[src/rtl/pwm3_pkg.sv]
package pwm3_pkg;
    localparam int NPH = 3;

    localparam int A_PERIOD = 0;
    localparam int A_CMP0   = 1;
    localparam int A_CTRL   = 4;
    localparam int A_ESTOP  = 5;

    localparam int BLOCK_BIT = 6;

    localparam logic [15:0] KEY_RESTART = 16'h4321;
    localparam logic [15:0] KEY_REARM   = 16'h0000;

    typedef enum logic [1:0] {
        EST_ARMED = 2'd0,
        EST_TRIP  = 2'd1,
        EST_FREE  = 2'd2
    } est_e;
endpackage

[src/rtl/pwm3_regs.sv]
module pwm3_regs
    import pwm3_pkg::*;
#(
    parameter int ADDR_W = 3,
    parameter int DATA_W = 16,
    parameter int CNT_W  = 16
) (
    input  logic                      clk,
    input  logic                      rst,
    input  logic                      wr_en,
    input  logic [ADDR_W-1:0]         wr_addr,
    input  logic [DATA_W-1:0]         wr_data,
    output logic [CNT_W-1:0]          period,
    output logic [NPH-1:0][CNT_W-1:0] cmp,
    output logic [NPH-1:0]            pol,
    output logic                      block
);
    typedef struct packed {
        logic [CNT_W-1:0]          period;
        logic [NPH-1:0][CNT_W-1:0] cmp;
        logic [NPH-1:0]            pol;
        logic                      block;
    } regs_t;

    regs_t r_d, r_q;

    always_comb begin
        r_d = r_q;
        if (wr_en) begin
            if (wr_addr == ADDR_W'(A_PERIOD))
                r_d.period = wr_data[CNT_W-1:0];
            for (int i = 0; i < NPH; i++) begin
                if (wr_addr == ADDR_W'(A_CMP0 + i))
                    r_d.cmp[i] = wr_data[CNT_W-1:0];
            end
            if (wr_addr == ADDR_W'(A_CTRL)) begin
                r_d.pol   = wr_data[NPH-1:0];
                r_d.block = wr_data[BLOCK_BIT];
            end
        end
    end

    always_ff @(posedge clk) begin
        if (rst) r_q <= '0;
        else     r_q <= r_d;
    end

    assign period = r_q.period;
    assign cmp    = r_q.cmp;
    assign pol    = r_q.pol;
    assign block  = r_q.block;
endmodule

[src/rtl/pwm3_counter.sv]
module pwm3_counter #(
    parameter int CNT_W = 16
) (
    input  logic             clk,
    input  logic             rst,
    input  logic [CNT_W-1:0] period,
    output logic [CNT_W-1:0] cnt
);
    typedef struct packed {
        logic [CNT_W-1:0] cnt;
    } cnt_t;

    cnt_t c_d, c_q;

    always_comb begin
        c_d = c_q;
        if (c_q.cnt >= period) c_d.cnt = '0;
        else                   c_d.cnt = c_q.cnt + 1'b1;
    end

    always_ff @(posedge clk) begin
        if (rst) c_q <= '0;
        else     c_q <= c_d;
    end

    assign cnt = c_q.cnt;
endmodule

[src/rtl/pwm3_phase.sv]
module pwm3_phase #(
    parameter int CNT_W = 16
) (
    input  logic             clk,
    input  logic             rst,
    input  logic [CNT_W-1:0] cnt,
    input  logic [CNT_W-1:0] cmp,
    input  logic             pol,
    input  logic             stop,
    output logic             hi,
    output logic             lo
);
    typedef struct packed {
        logic hi;
        logic lo;
    } pair_t;

    pair_t p_d, p_q;
    logic  raw;

    always_comb begin
        raw = (cnt < cmp);
        p_d = p_q;
        if (stop) begin
            p_d.hi = 1'b0;
            p_d.lo = 1'b0;
        end else begin
            p_d.hi = raw ^ pol;
            p_d.lo = ~raw ^ pol;
        end
    end

    always_ff @(posedge clk) begin
        if (rst) p_q <= '{hi: 1'b0, lo: 1'b1};
        else     p_q <= p_d;
    end

    assign hi = p_q.hi;
    assign lo = p_q.lo;
endmodule

[src/rtl/pwm3_estop.sv]
module pwm3_estop
    import pwm3_pkg::*;
#(
    parameter int ADDR_W      = 3,
    parameter int DATA_W      = 16,
    parameter int SYNC_STAGES = 2
) (
    input  logic              clk,
    input  logic              rst,
    input  logic              wr_en,
    input  logic [ADDR_W-1:0] wr_addr,
    input  logic [DATA_W-1:0] wr_data,
    input  logic              estop_n,
    input  logic              block,
    output logic              pin_act,
    output logic              stop
);
    typedef struct packed {
        logic [SYNC_STAGES-1:0] sync;
        est_e                   st;
    } est_t;

    est_t e_d, e_q;
    logic esc_wr;
    logic pin_eff;

    always_comb begin
        esc_wr  = wr_en && (wr_addr == ADDR_W'(A_ESTOP));
        pin_eff = e_q.sync[SYNC_STAGES-1] && !block;
        e_d      = e_q;
        e_d.sync = {e_q.sync[SYNC_STAGES-2:0], ~estop_n};
        case (e_q.st)
            EST_ARMED: if (pin_eff) e_d.st = EST_TRIP;
            EST_TRIP:  if (esc_wr && wr_data == DATA_W'(KEY_RESTART) && !pin_eff)
                           e_d.st = EST_FREE;
            EST_FREE:  if (esc_wr && wr_data == DATA_W'(KEY_REARM))
                           e_d.st = EST_ARMED;
            default:   e_d.st = EST_TRIP;
        endcase
    end

    always_ff @(posedge clk) begin
        if (rst) e_q <= '{sync: '0, st: EST_ARMED};
        else     e_q <= e_d;
    end

    assign pin_act = e_q.sync[SYNC_STAGES-1];
    assign stop    = (e_q.st == EST_TRIP);
endmodule

[src/rtl/pwm3_top.sv]
module pwm3_top
    import pwm3_pkg::*;
#(
    parameter int ADDR_W      = 3,
    parameter int DATA_W      = 16,
    parameter int CNT_W       = 16,
    parameter int SYNC_STAGES = 2
) (
    input  logic              clk,
    input  logic              rst,
    input  logic              wr_en,
    input  logic [ADDR_W-1:0] wr_addr,
    input  logic [DATA_W-1:0] wr_data,
    input  logic              estop_n,
    output logic [NPH-1:0]    pwm_hi,
    output logic [NPH-1:0]    pwm_lo
);
    logic [CNT_W-1:0]          period_w;
    logic [NPH-1:0][CNT_W-1:0] cmp_w;
    logic [NPH-1:0]            pol_w;
    logic                      block_w;
    logic [CNT_W-1:0]          cnt_w;
    logic                      pin_act_w;
    logic                      stop_w;

    pwm3_regs #(.ADDR_W(ADDR_W), .DATA_W(DATA_W), .CNT_W(CNT_W)) u_regs (
        .clk(clk), .rst(rst), .wr_en(wr_en), .wr_addr(wr_addr), .wr_data(wr_data),
        .period(period_w), .cmp(cmp_w), .pol(pol_w), .block(block_w)
    );

    pwm3_counter #(.CNT_W(CNT_W)) u_cnt (
        .clk(clk), .rst(rst), .period(period_w), .cnt(cnt_w)
    );

    pwm3_estop #(.ADDR_W(ADDR_W), .DATA_W(DATA_W), .SYNC_STAGES(SYNC_STAGES)) u_est (
        .clk(clk), .rst(rst), .wr_en(wr_en), .wr_addr(wr_addr), .wr_data(wr_data),
        .estop_n(estop_n), .block(block_w), .pin_act(pin_act_w), .stop(stop_w)
    );

    for (genvar g = 0; g < NPH; g++) begin : g_ph
        pwm3_phase #(.CNT_W(CNT_W)) u_ph (
            .clk(clk), .rst(rst), .cnt(cnt_w), .cmp(cmp_w[g]), .pol(pol_w[g]),
            .stop(stop_w), .hi(pwm_hi[g]), .lo(pwm_lo[g])
        );
    end
endmodule

[config.mk]
export PLATFORM = sky130hd
export DESIGN_NAME = pwm3_top
export DESIGN_NICKNAME = d
export VERILOG_FILES = /design/src/rtl/pwm3_pkg.sv /design/src/rtl/pwm3_regs.sv /design/src/rtl/pwm3_counter.sv /design/src/rtl/pwm3_phase.sv /design/src/rtl/pwm3_estop.sv /design/src/rtl/pwm3_top.sv
export SDC_FILE = /design/constraint.sdc
export NUM_CORES = 1
export LEC_CHECK = 0
export ABC_AREA = 1
export BUFFER_PORTS_ARGS = -buffer_cell sky130_fd_sc_hd__buf_2
export CORE_MARGIN = 1
export CORE_UTILIZATION = 45
export DETAILED_ROUTE_END_ITERATION = 8
export MAX_ROUTING_LAYER = met4
export SYNTH_ARGS = -nofsm -noshare
export SYNTH_HDL_FRONTEND = slang
export SYNTH_HIERARCHICAL = 1
export SYNTH_SLANG_ARGS = --single-unit
[constraint.sdc]
create_clock -name clk -period 1.6 [get_ports clk]
set_input_delay 0.08 -clock clk [delete_from_list [all_inputs] [get_ports clk]]
set_output_delay 0.08 -clock clk [all_outputs]
set_load 0.005 [all_outputs]
==> flow_summary_export.csv, run 1 <==
group,metric,value,unit
clock_tree,cts_root_buf,"clkbuf_16",
global_routing,grt_max_degree,65,
yosys,synth_most_common_cell,"nor2_1",
detailed_routing,wl_per_cell,13.6,um
yosys,yosys_warnings,6,
timing,grt_setup_unrepaired,"true",
timing,period_share,0.980,
job,cap_viol_max_count,0,
clock_tree,cts_buffers,9,
yosys,synth_seq_cells,94,
global_routing,track_usage,0.246,
status,status,"completed",
yosys,syn_area,5820,um^2
worst_setup_path,endpoint_kind,"flip-flop",
place,dp_hpwl,10800,um
yosys,dominantRegCellSynth,"dfxtp_1",
cells_and_area,fin_area,7160,um^2
floorplanning,die-area,13400,um^2
power_and_ir_drop,ir_worst_vdd,0.563,mV
yosys,synth_edf_count,0,
yosys,synth_area_leaders,"dfxtp_1, ha_1, nor2_1",
yosys,yosysTopAreaCell,"dfxtp_1",
worst_setup_path,worstSetupStartpointType,"flip-flop",
global_routing,grt_antenna_before_repair,0,
power_and_ir_drop,leakage,0.00329,uW
place,routabilityCongestion,0.867,
detailed_routing,wl_met2,6820,um
worst_setup_path,required,1.85,ns
timing,fin_crit,1.57,ns
timing,report.final.slew_viol_count,0,
yosys,synthCells,868,
floorplanning,fp.dieW,116,um
detailed_routing,wl_met1,7300,um
timing,fmax,638,MHz
timing,hold_violations,0,
timing,setup_tns,0,ns
floorplanning,initial_core_util,0.462,
clock_tree,h-tree-depth,3,
yosys,synth_cell_type_count,32,
detailed_routing,ant_nets,0,
yosys,syn_avg_cell_area,6.71,um^2
timing,tightest_slew,0.515,ns
worst_setup_path,crit_path_max_fanout,4,
yosys,synth_common_cells,"nor2_1, nand2_1, inv_1, dfxtp_1, nand3_1",
detailed_routing,vias,5287,
yosys,synth_top_area_frac,0.323,
power_and_ir_drop,powerDensity,865,nW/um^2
detailed_routing,via_per_inst,4.78,
global_routing,grt_pass1_wl,24200,um
hold_path,holdCritPathClass,"input pin to flip-flop",
cells_and_area,drive_gt1_frac,0.218,
place,post-place-ws,-0.0385,ns
detailed_routing,top_layer,"met4",
timing,skew,0.00729,ns
detailed_routing,drc,0,
clock_tree,worstSkewPairLatency,0.35,ns
clock_tree,cts.clk_slew.worst_paths,0.07,ns
floorplanning,row_count,41,
place,dpl_cell_area,6380,um^2
yosys,yosysSeqAreaShare,0.323,
clock_tree,cts.path.max_buffers,2,
cells_and_area,diodes,0,
place,placed_cells,1084,
cells_and_area,nets,1016,
timing,setup_ws,0.0317,ns
place,io_buffers,28,
clock_tree,clkSinkCount,94,
floorplanning,die_y,116,um
floorplanning,core_area,12600,um^2
detailed_routing,finalWirelength,15000,um
global_routing,grt_pass1_vias,4894,
clock_tree,tritoncts,"yes",
worst_setup_path,critical_path_class,"flip-flop to flip-flop",
cells_and_area,syn2layout_area_growth,23.0,%
timing,setup_violations,0,
detailed_routing,drt_iter0_markers,291,
cells_and_area,layout.cells.non_filler,1105,
worst_setup_path,cp.arrival,1.82,ns
detailed_routing,wl_met3,655,um
global_routing,grt-ovfl-total,0,
yosys,synthArstFlopShare,0,
floorplanning,pin_count,29,
detailed_routing,drt_pass1_iterations,4,
timing,timing.slew.headroom,0.656,
yosys,synthesis.nets,956,
-- final cells by class --
cell class	count	area (um^2)
inverters	141	529
repair buffers	71	518
well taps	172	215
clock buffers	9	225
flip-flops and latches	94	1920
fillers	1329	5460
clock inverters	7	97.6
multi-input cells	611	3660
-- repair_timing --
action                                  CTS  global route
endpoints found under the setup margin   18            22
pin swaps                                 2            31
cloned                                    0             1
buffers inserted                          0             3
endpoints found under the hold margin     1             0
hold buffers                              1             0
gates resized for setup                   9            88
-- metrics by stage --
step / hold WS, ns / util / power, uW
after CTS: 0.0518 / 0.534 / 6150
after global routing: 0.0730 / 0.568 / 6520
after global placement: 0.243 / 0.505 / 3750
final: 0.0614 / 0.568 / 6190
after detailed placement: 0.245 / 0.505 / 3770
after floorplan: 0.147 / - / 3420
-- layer usage --
layer	track usage	vias to the layer above
li1	-	2801
met1	0.327	2362
met2	0.387	107
met3	0.0303	17
met4	0.0829	0
met5	-	-
-- cells by family (layout without fill, tap and decap cells) --
kind of cell / Yosys count / in the layout / synth area share
and+or+nand+nor: 493 / 494 / 0.368
adders and majority gates: 65 / 65 / 0.140
AOI/OAI and AO/OA: 45 / 45 / 0.0451
DFF: 94 / 94 / 0.323
buffers and inverters: 164 / 228 / 0.114
xor gates and xnor gates: 7 / 7 / 0.0105
-- flip-flops by register name, indices dropped and copies added (netlist names) --
signal	cells
g_ph.u_ph/hi	3
g_ph.u_ph/lo	3
u_cnt/cnt	16
u_est/e_d	1
u_est/e_q	2
u_est/pin_act	1
u_regs/block	1
u_regs/cmp	48
u_regs/period	16
u_regs/pol	3
-- critical path, stage by stage (launching register included) --
cell and delay (ns):
dfxtp_2 0.35, buf_4 0.15, ha_1 0.31, nand4_1 0.18, a21oi_2 0.17, nor2_2 0.07, nand2_2 0.07, nand2_2 0.06
nand3_2 0.07, nand2_1 0.04
-- report_power, final --
group / switching, uW / internal [uW] / total [uW]
clock: 968 / 1380 / 2340
combinational: 816 / 493 / 1310
sequential: 73.5 / 2470 / 2540
total: 1860 / 4330 / 6190
-- final timing paths --
path | start | end | slack [ns] | cells after the start
setup reg to reg | u_cnt/cnt[15]$_SDFF_PP0_ | g_ph[0].u_ph/lo$_SDFF_PP1_ | 0.03 | 9
setup / recovery | u_cnt/cnt[15]$_SDFF_PP0_ | g_ph[0].u_ph/lo$_SDFF_PP1_ | 0.03 | 9
hold reg to reg | u_est/e_d[3]$_SDFF_PP0_ | u_est/pin_act$_SDFF_PP0_ | 0.42 | 2
hold / removal | rst | u_est/e_d[3]$_SDFF_PP0_ | 0.06 | 2
-- placed cells by master, fill, tap and decap left out, types with 2 or more instances in the layout --
master,synthesis,final
ha_1,65,50
ha_4,0,15
a21oi_2,7,13
inv_1,137,135
clkinvlp_4,0,2
bufinv_16,0,2
nand3_1,82,75
inv_2,4,6
nor2_4,7,12
nor2_1,185,174
nand3_2,3,9
nand2_4,3,5
buf_4,7,35
nand2_1,182,171
o21ai_0,5,2
o21ai_2,1,4
a21oi_1,25,19
nor3_2,3,4
nand2_2,7,16
xnor2_1,4,4
nor2_2,6,12
xor2_1,3,3
buf_2,10,28
buf_6,1,4
o21bai_1,2,2
dfxtp_4,0,5
buf_12,0,3
nand4_1,9,9
nor3_1,3,2
dfxtp_1,94,76
clkbuf_16,0,9
o21ai_1,4,4
dfxtp_2,0,13
(Power assumes the default switching activity.)
==> inputs of run 2 (changes only) <==
CORE_UTILIZATION = 56   (was 45)
PLACE_DENSITY = 0.77   (was default)
RECOVER_POWER = 25   (was default)
==> run 2 against run 1 <==
  * The run now ends with setup timing left
  * Routed wire length is 1.0% lower
  * Worst setup slack got worse by 0.042 ns
  * Die area fell by 19%
  * Largest cell class unchanged
  * Highest routed layer unchanged
==> flow_summary_export.csv, run 2 (synthesis results as in run 1) <==
group,metric,value,unit
status,status,"finished, violations left",
status,violations,"setup timing",
cells_and_area,final_common_cell,"nor2_1",
timing,tightest_slew,1.39,ns
worst_setup_path,critical_path_class,"flip-flop to flip-flop",
clock_tree,cts_root_buf,"clkbuf_8",
worst_setup_path,cp.arrival,1.90,ns
timing,grt_setup_unrepaired,"true",
clock_tree,tritoncts,"yes",
worst_setup_path,endpoint_kind,"flip-flop",
cells_and_area,fin_area,6860,um^2
clock_tree,cts.path.max_buffers,2,
worst_setup_path,required,1.89,ns
cells_and_area,final_util,0.693,
place,dpl_cell_area,6250,um^2
timing,skew,0.0119,ns
timing,setup_tns,-0.0200,ns
floorplanning,initial_core_util,0.588,
floorplanning,die-area,10800,um^2
detailed_routing,finalWirelength,14900,um
clock_tree,cts_buffers,9,
timing,fin_crit,1.61,ns
clock_tree,worstSkewPairLatency,0.38,ns
global_routing,track_usage,0.271,
floorplanning,fp.dieW,104,um
detailed_routing,ant_nets,0,
timing,setup_ws,-0.0104,ns
floorplanning,pin_count,29,
detailed_routing,drt_iter0_markers,399,
worst_setup_path,worstSetupStartpointType,"flip-flop",
cells_and_area,largest_reg_flops,48,
place,post-place-ws,-0.0756,ns
hold_path,holdCritPathClass,"input pin to flip-flop",
detailed_routing,wl_per_cell,14.1,um
timing,setup_violations,3,
cells_and_area,syn2layout_area_growth,17.8,%
global_routing,grt_max_degree,65,
timing,period_share,1.01,
floorplanning,row_count,36,
place,io_buffers,28,
cells_and_area,nets,1005,
floorplanning,core_area,9910,um^2
power_and_ir_drop,ir_worst_vdd,0.850,mV
cells_and_area,diodes,0,
global_routing,grt-ovfl-total,0,
global_routing,grt_antenna_before_repair,0,
job,cap_viol_max_count,0,
timing,report.final.slew_viol_count,0,
global_routing,grt_pass1_vias,4853,
cells_and_area,drive_gt1_frac,0.213,
timing,hold_violations,0,
detailed_routing,vias,5467,
power_and_ir_drop,leakage,0.00316,uW
worst_setup_path,crit_path_max_fanout,4,
timing,fmax,621,MHz
cells_and_area,final_cell_mix,"nor2_1, nand2_1, inv_1, nand3_1, dfxtp_1",
place,dp_hpwl,9920,um
power_and_ir_drop,powerDensity,769,nW/um^2
place,routabilityCongestion,0.873,
detailed_routing,drc,0,
detailed_routing,via_per_inst,5.19,
clock_tree,h-tree-depth,3,
clock_tree,cts.clk_slew.worst_paths,0.09,ns
clock_tree,clkSinkCount,94,
detailed_routing,drt_pass1_iterations,6,
floorplanning,die_y,104,um
global_routing,grt_pass1_wl,22600,um
timing,timing.slew.headroom,0.0698,
-- run 2: critical path, stage by stage (launching register included) --
cell and delay (ns):
dfxtp_4 0.37, buf_4 0.15, ha_1 0.30, nand4_1 0.17
a21oi_2 0.19, nor2_2 0.07, nand2_1 0.09, nand2_2 0.06
nand3_1 0.07, nand2_1 0.05
-- run 2: per-stage QoR --
stage | cells | hold WS [ns] | power (uW)
2_1_floorplan | 868 | 0.147 | 3420
3_3_place_gp | 1036 | 0.236 | 3730
3_5_place_dp | 1036 | 0.241 | 3750
4_1_cts | 1052 | 0.00761 | 5200
5_1_grt | 1054 | 0.00343 | 5560
6_report | 1054 | 0.00574 | 5280
-- run 2: worst paths after layout --
path / cells past startpoint / slack, ns / start / endpoint
setup reg to reg: 9 / -0.01 / u_cnt/cnt[13]$_SDFF_PP0_ / g_ph[0].u_ph/lo$_SDFF_PP1_
setup / recovery: 9 / -0.01 / u_cnt/cnt[13]$_SDFF_PP0_ / g_ph[0].u_ph/lo$_SDFF_PP1_
hold / removal: 2 / 0.006 / rst / u_est/e_d[3]$_SDFF_PP0_
hold reg to reg: 2 / 0.42 / u_est/e_d[3]$_SDFF_PP0_ / u_est/pin_act$_SDFF_PP0_
-- run 2: routing by layer --
layer | track usage | part of all wire | up-vias
met4 | 0.0806 | 0.015 | 0
met2 | 0.422 | 0.46 | 185
li1 | - | - | 2781
met1 | 0.349 | 0.46 | 2476
met5 | - | 0 | -
met3 | 0.0620 | 0.067 | 25
-- run 2: repair_timing --
item	in CTS	in global routing
buffers inserted	0	1
hold endpoints to repair	1	0
resized for setup	6	96
gates cloned	0	1
endpoints found under the setup margin	17	22
hold buffers	1	0
pin swaps	0	38
-- run 2: area by class of cell --
type	instances	area [um^2]
tap	133	166
timing repair buffer	60	423
multi-input combinational	611	3640
clock buffer	12	145
inverter	141	529
fill	858	3050
sequential	94	1940
clock inverter	3	21.3
-- run 2: where the power goes --
group	leakage (uW)	total [uW]	internal (uW)	switching (uW)
Clock	0.0000824	1450	601	854
Sequential	0.000782	2550	2470	80.6
Combinational	0.00230	1280	481	794
Total	0.00316	5280	3550	1730
==> inputs of run 3 (changes only) <==
RECOVER_POWER = 50   (was 25)
==> run 3 against run 2 <==
  * The flow still finishes with violations (setup timing)
  * Core utilization down 0.051 points
  * Worst setup slack better by 0.0038 ns
  * Total power about the same
  * Global-route usage unchanged
  * Fmax up 0.24%
  * Die area unchanged
  * Register-to-register slack about the same
  * Non-clock buffer count unchanged
  * Critical path type unchanged
  * Largest power group unchanged
  * Highest routed layer unchanged
==> flow_summary_export.csv, run 3 (synthesis results as in run 1) <==
group,metric,value,unit
timing,skew,0.0112,ns
timing,report.final.slew_viol_count,0,
worst_setup_path,timing.critical_path.mode_cell,"nand2_1",
cells_and_area,fillers,859,
power_and_ir_drop,swShare,0.328,
detailed_routing,wl_per_cell,14.1,um
detailed_routing,drc,0,
hold_path,worstHoldStart,"rst",
clock_tree,cts_root_buf,"clkbuf_8",
cells_and_area,final_common_cell,"nor2_1",
power_and_ir_drop,p_int,3550,uW
place,routabilityCongestion,0.873,
worst_setup_path,required,1.89,ns
status,violations,"setup timing",
timing,setup_violations,1,
place,placed_cells,1036,
worst_setup_path,worstSetupStartpointType,"flip-flop",
timing,grt_setup_unrepaired,"true",
floorplanning,fp.dieW,104,um
power_and_ir_drop,leakage,0.00316,uW
power_and_ir_drop,seq_power_share,0.482,
timing,tightest_slew,1.42,ns
cells_and_area,drive_gt1_frac,0.213,
clock_tree,tritoncts,"yes",
hold_path,holdCritPathClass,"input pin to flip-flop",
clock_tree,h-tree-depth,3,
place,io_buffers,28,
floorplanning,core_area,9910,um^2
floorplanning,initial_core_util,0.588,
worst_setup_path,endpoint_kind,"flip-flop",
global_routing,grt_max_degree,65,
job,cap_viol_max_count,0,
timing,hold_violations,0,
worst_setup_path,timing.rr.start,"u_cnt/cnt[13]$_SDFF_PP0_",
cells_and_area,final_cell_mix,"nor2_1, nand2_1, inv_1, nand3_1, dfxtp_1",
clock_tree,worstSkewPairLatency,0.38,ns
cells_and_area,diodes,0,
worst_setup_path,crit_path_max_fanout,4,
timing,fmax,622,MHz
floorplanning,die_y,104,um
worst_setup_path,ff2ff_setup_slack,-0.007,ns
timing,timing.slew.headroom,0.0513,
cells_and_area,syn2layout_area_growth,17.7,%
timing,period_share,1.00,
detailed_routing,drt_pass1_iterations,5,
global_routing,grt_pass1_wl,22600,um
power_and_ir_drop,switching_power,1730,uW
hold_path,min_to,"u_est/e_d[3]$_SDFF_PP0_",
global_routing,track_usage,0.271,
clock_tree,cts_buffers,9,
detailed_routing,via_per_inst,5.15,
cells_and_area,multi_input_area,3630,um^2
floorplanning,die-area,10800,um^2
worst_setup_path,critical_path.cell_chain,"buf_4, ha_1, nand4_1, a21oi_2, nor2_2, nand2_1, nand2_2, nand3_1, nand2_1",
hold_path,holdPathStages,2,
cells_and_area,largest_reg_flops,48,
global_routing,grt_pass1_vias,4853,
clock_tree,clkSinkCount,94,
cells_and_area,nets,1005,
timing,setup_ws,-0.00659,ns
worst_setup_path,crit_buf_inv,1,
clock_tree,cts.clk_slew.worst_paths,0.09,ns
worst_setup_path,slowest_stage,"dfxtp_4",
detailed_routing,ant_nets,0,
worst_setup_path,critical_path_class,"flip-flop to flip-flop",
power_and_ir_drop,powerDensity,769,nW/um^2
floorplanning,pin_count,29,
power_and_ir_drop,power_frac_comb,0.242,
detailed_routing,vias,5425,
worst_setup_path,slowest_delay,0.37,ns
power_and_ir_drop,ir_worst_vdd,0.850,mV
detailed_routing,finalWirelength,14900,um
power_and_ir_drop,clockPowerShare,0.276,
cells_and_area,layout.cells.non_filler,1054,
global_routing,grt-ovfl-total,0,
place,dp_hpwl,9920,um
global_routing,grt_antenna_before_repair,0,
clock_tree,cts.path.max_buffers,2,
status,status,"finished, violations left",
worst_setup_path,ff2ff_path_depth,9,
timing,fin_crit,1.61,ns
worst_setup_path,cp.arrival,1.89,ns
cells_and_area,regArea,1940,um^2
worst_setup_path,r2r-end,"g_ph[0].u_ph/lo$_SDFF_PP1_",
cells_and_area,final_util,0.692,
floorplanning,row_count,36,
worst_setup_path,cp_top_family,"simple AND/OR/NAND/NOR gates",
detailed_routing,drt_iter0_markers,379,
run 3: changes by cell type in the layout (fill, tap and decap cells not counted):
cell / change
nor2_2: +1
nor2_4: -1
run 3: metrics by stage:
step	instance area [um^2]	setup slack, ns	TNS (ns)	hold WS (ns)	total power (uW)
final	6860	-0.00659	-0.00659	0.00713	5280
after global routing	6860	-0.100	-0.383	0.00343	5560
after CTS	6440	0.00985	0	0.00761	5200
after detailed placement	6250	-0.0756	-1.07	0.241	3750
after global placement	6250	-0.0143	-0.201	0.236	3730
after floorplan	5820	0.126	0	0.147	3420
run 3: cell type report:
class | instances | area share
multi-input cells | 611 | 0.530
flip-flops and latches | 94 | 0.283
inverters | 141 | 0.0772
repair buffers | 60 | 0.0617
well taps | 133 | 0.0243
clock buffers | 12 | 0.0212
clock inverters | 3 | 0.00310
run 3: what timing repair did:
action	CTS	global route
setup buffers	0	1
resized for setup	6	96
hold buffers	1	0
endpoints found under the setup margin	17	22
gates cloned	0	1
pin swaps	0	38
hold endpoints to repair	1	0
run 3: worst max path at each step:
stage | startpoint | endpoint | slack [ns] | cells after the start
finish | u_cnt/cnt[13]$_SDFF_PP0_ | g_ph[0].u_ph/lo$_SDFF_PP1_ | -0.007 | 9
global route | u_cnt/cnt[13]$_SDFF_PP0_ | g_ph[0].u_ph/lo$_SDFF_PP1_ | -0.1 | 9
CTS | u_cnt/cnt[15]$_SDFF_PP0_ | g_ph[2].u_ph/lo$_SDFF_PP1_ | 0.01 | 9
detailed placement | u_regs/period[15]$_SDFFE_PP0P_ | u_cnt/cnt[2]$_SDFF_PP0_ | -0.08 | 7
global placement | u_regs/period[15]$_SDFFE_PP0P_ | u_cnt/cnt[13]$_SDFF_PP0_ | -0.01 | 7
floorplan | u_cnt/cnt[5]$_SDFF_PP0_ | u_cnt/cnt[7]$_SDFF_PP0_ | 0.13 | 11
run 3: metal layers:
layer | vias to the layer above | global-route usage | share of wire
met5 | - | - | 0
met4 | 0 | 0.0806 | 0.015
met3 | 26 | 0.0620 | 0.067
met2 | 176 | 0.422 | 0.46
met1 | 2445 | 0.349 | 0.45
li1 | 2778 | - | -
run 3: power by group through the flow:
stage	clock network (uW)	logic, uW	registers (uW)
floorplan	0	825	2590
global placement	0	1120	2610
detailed placement	0	1150	2600
CTS	1480	1170	2550
global route	1580	1430	2560
finish	1460	1280	2550
run 3: worst reg2reg max path, stage by stage, from the launching register on:
cell	delay [ns]
dfxtp_4	0.37
buf_4	0.15
ha_1	0.30
nand4_1	0.17
a21oi_2	0.18
nor2_2	0.08
nand2_1	0.09
nand2_2	0.06
nand3_1	0.07
nand2_1	0.05
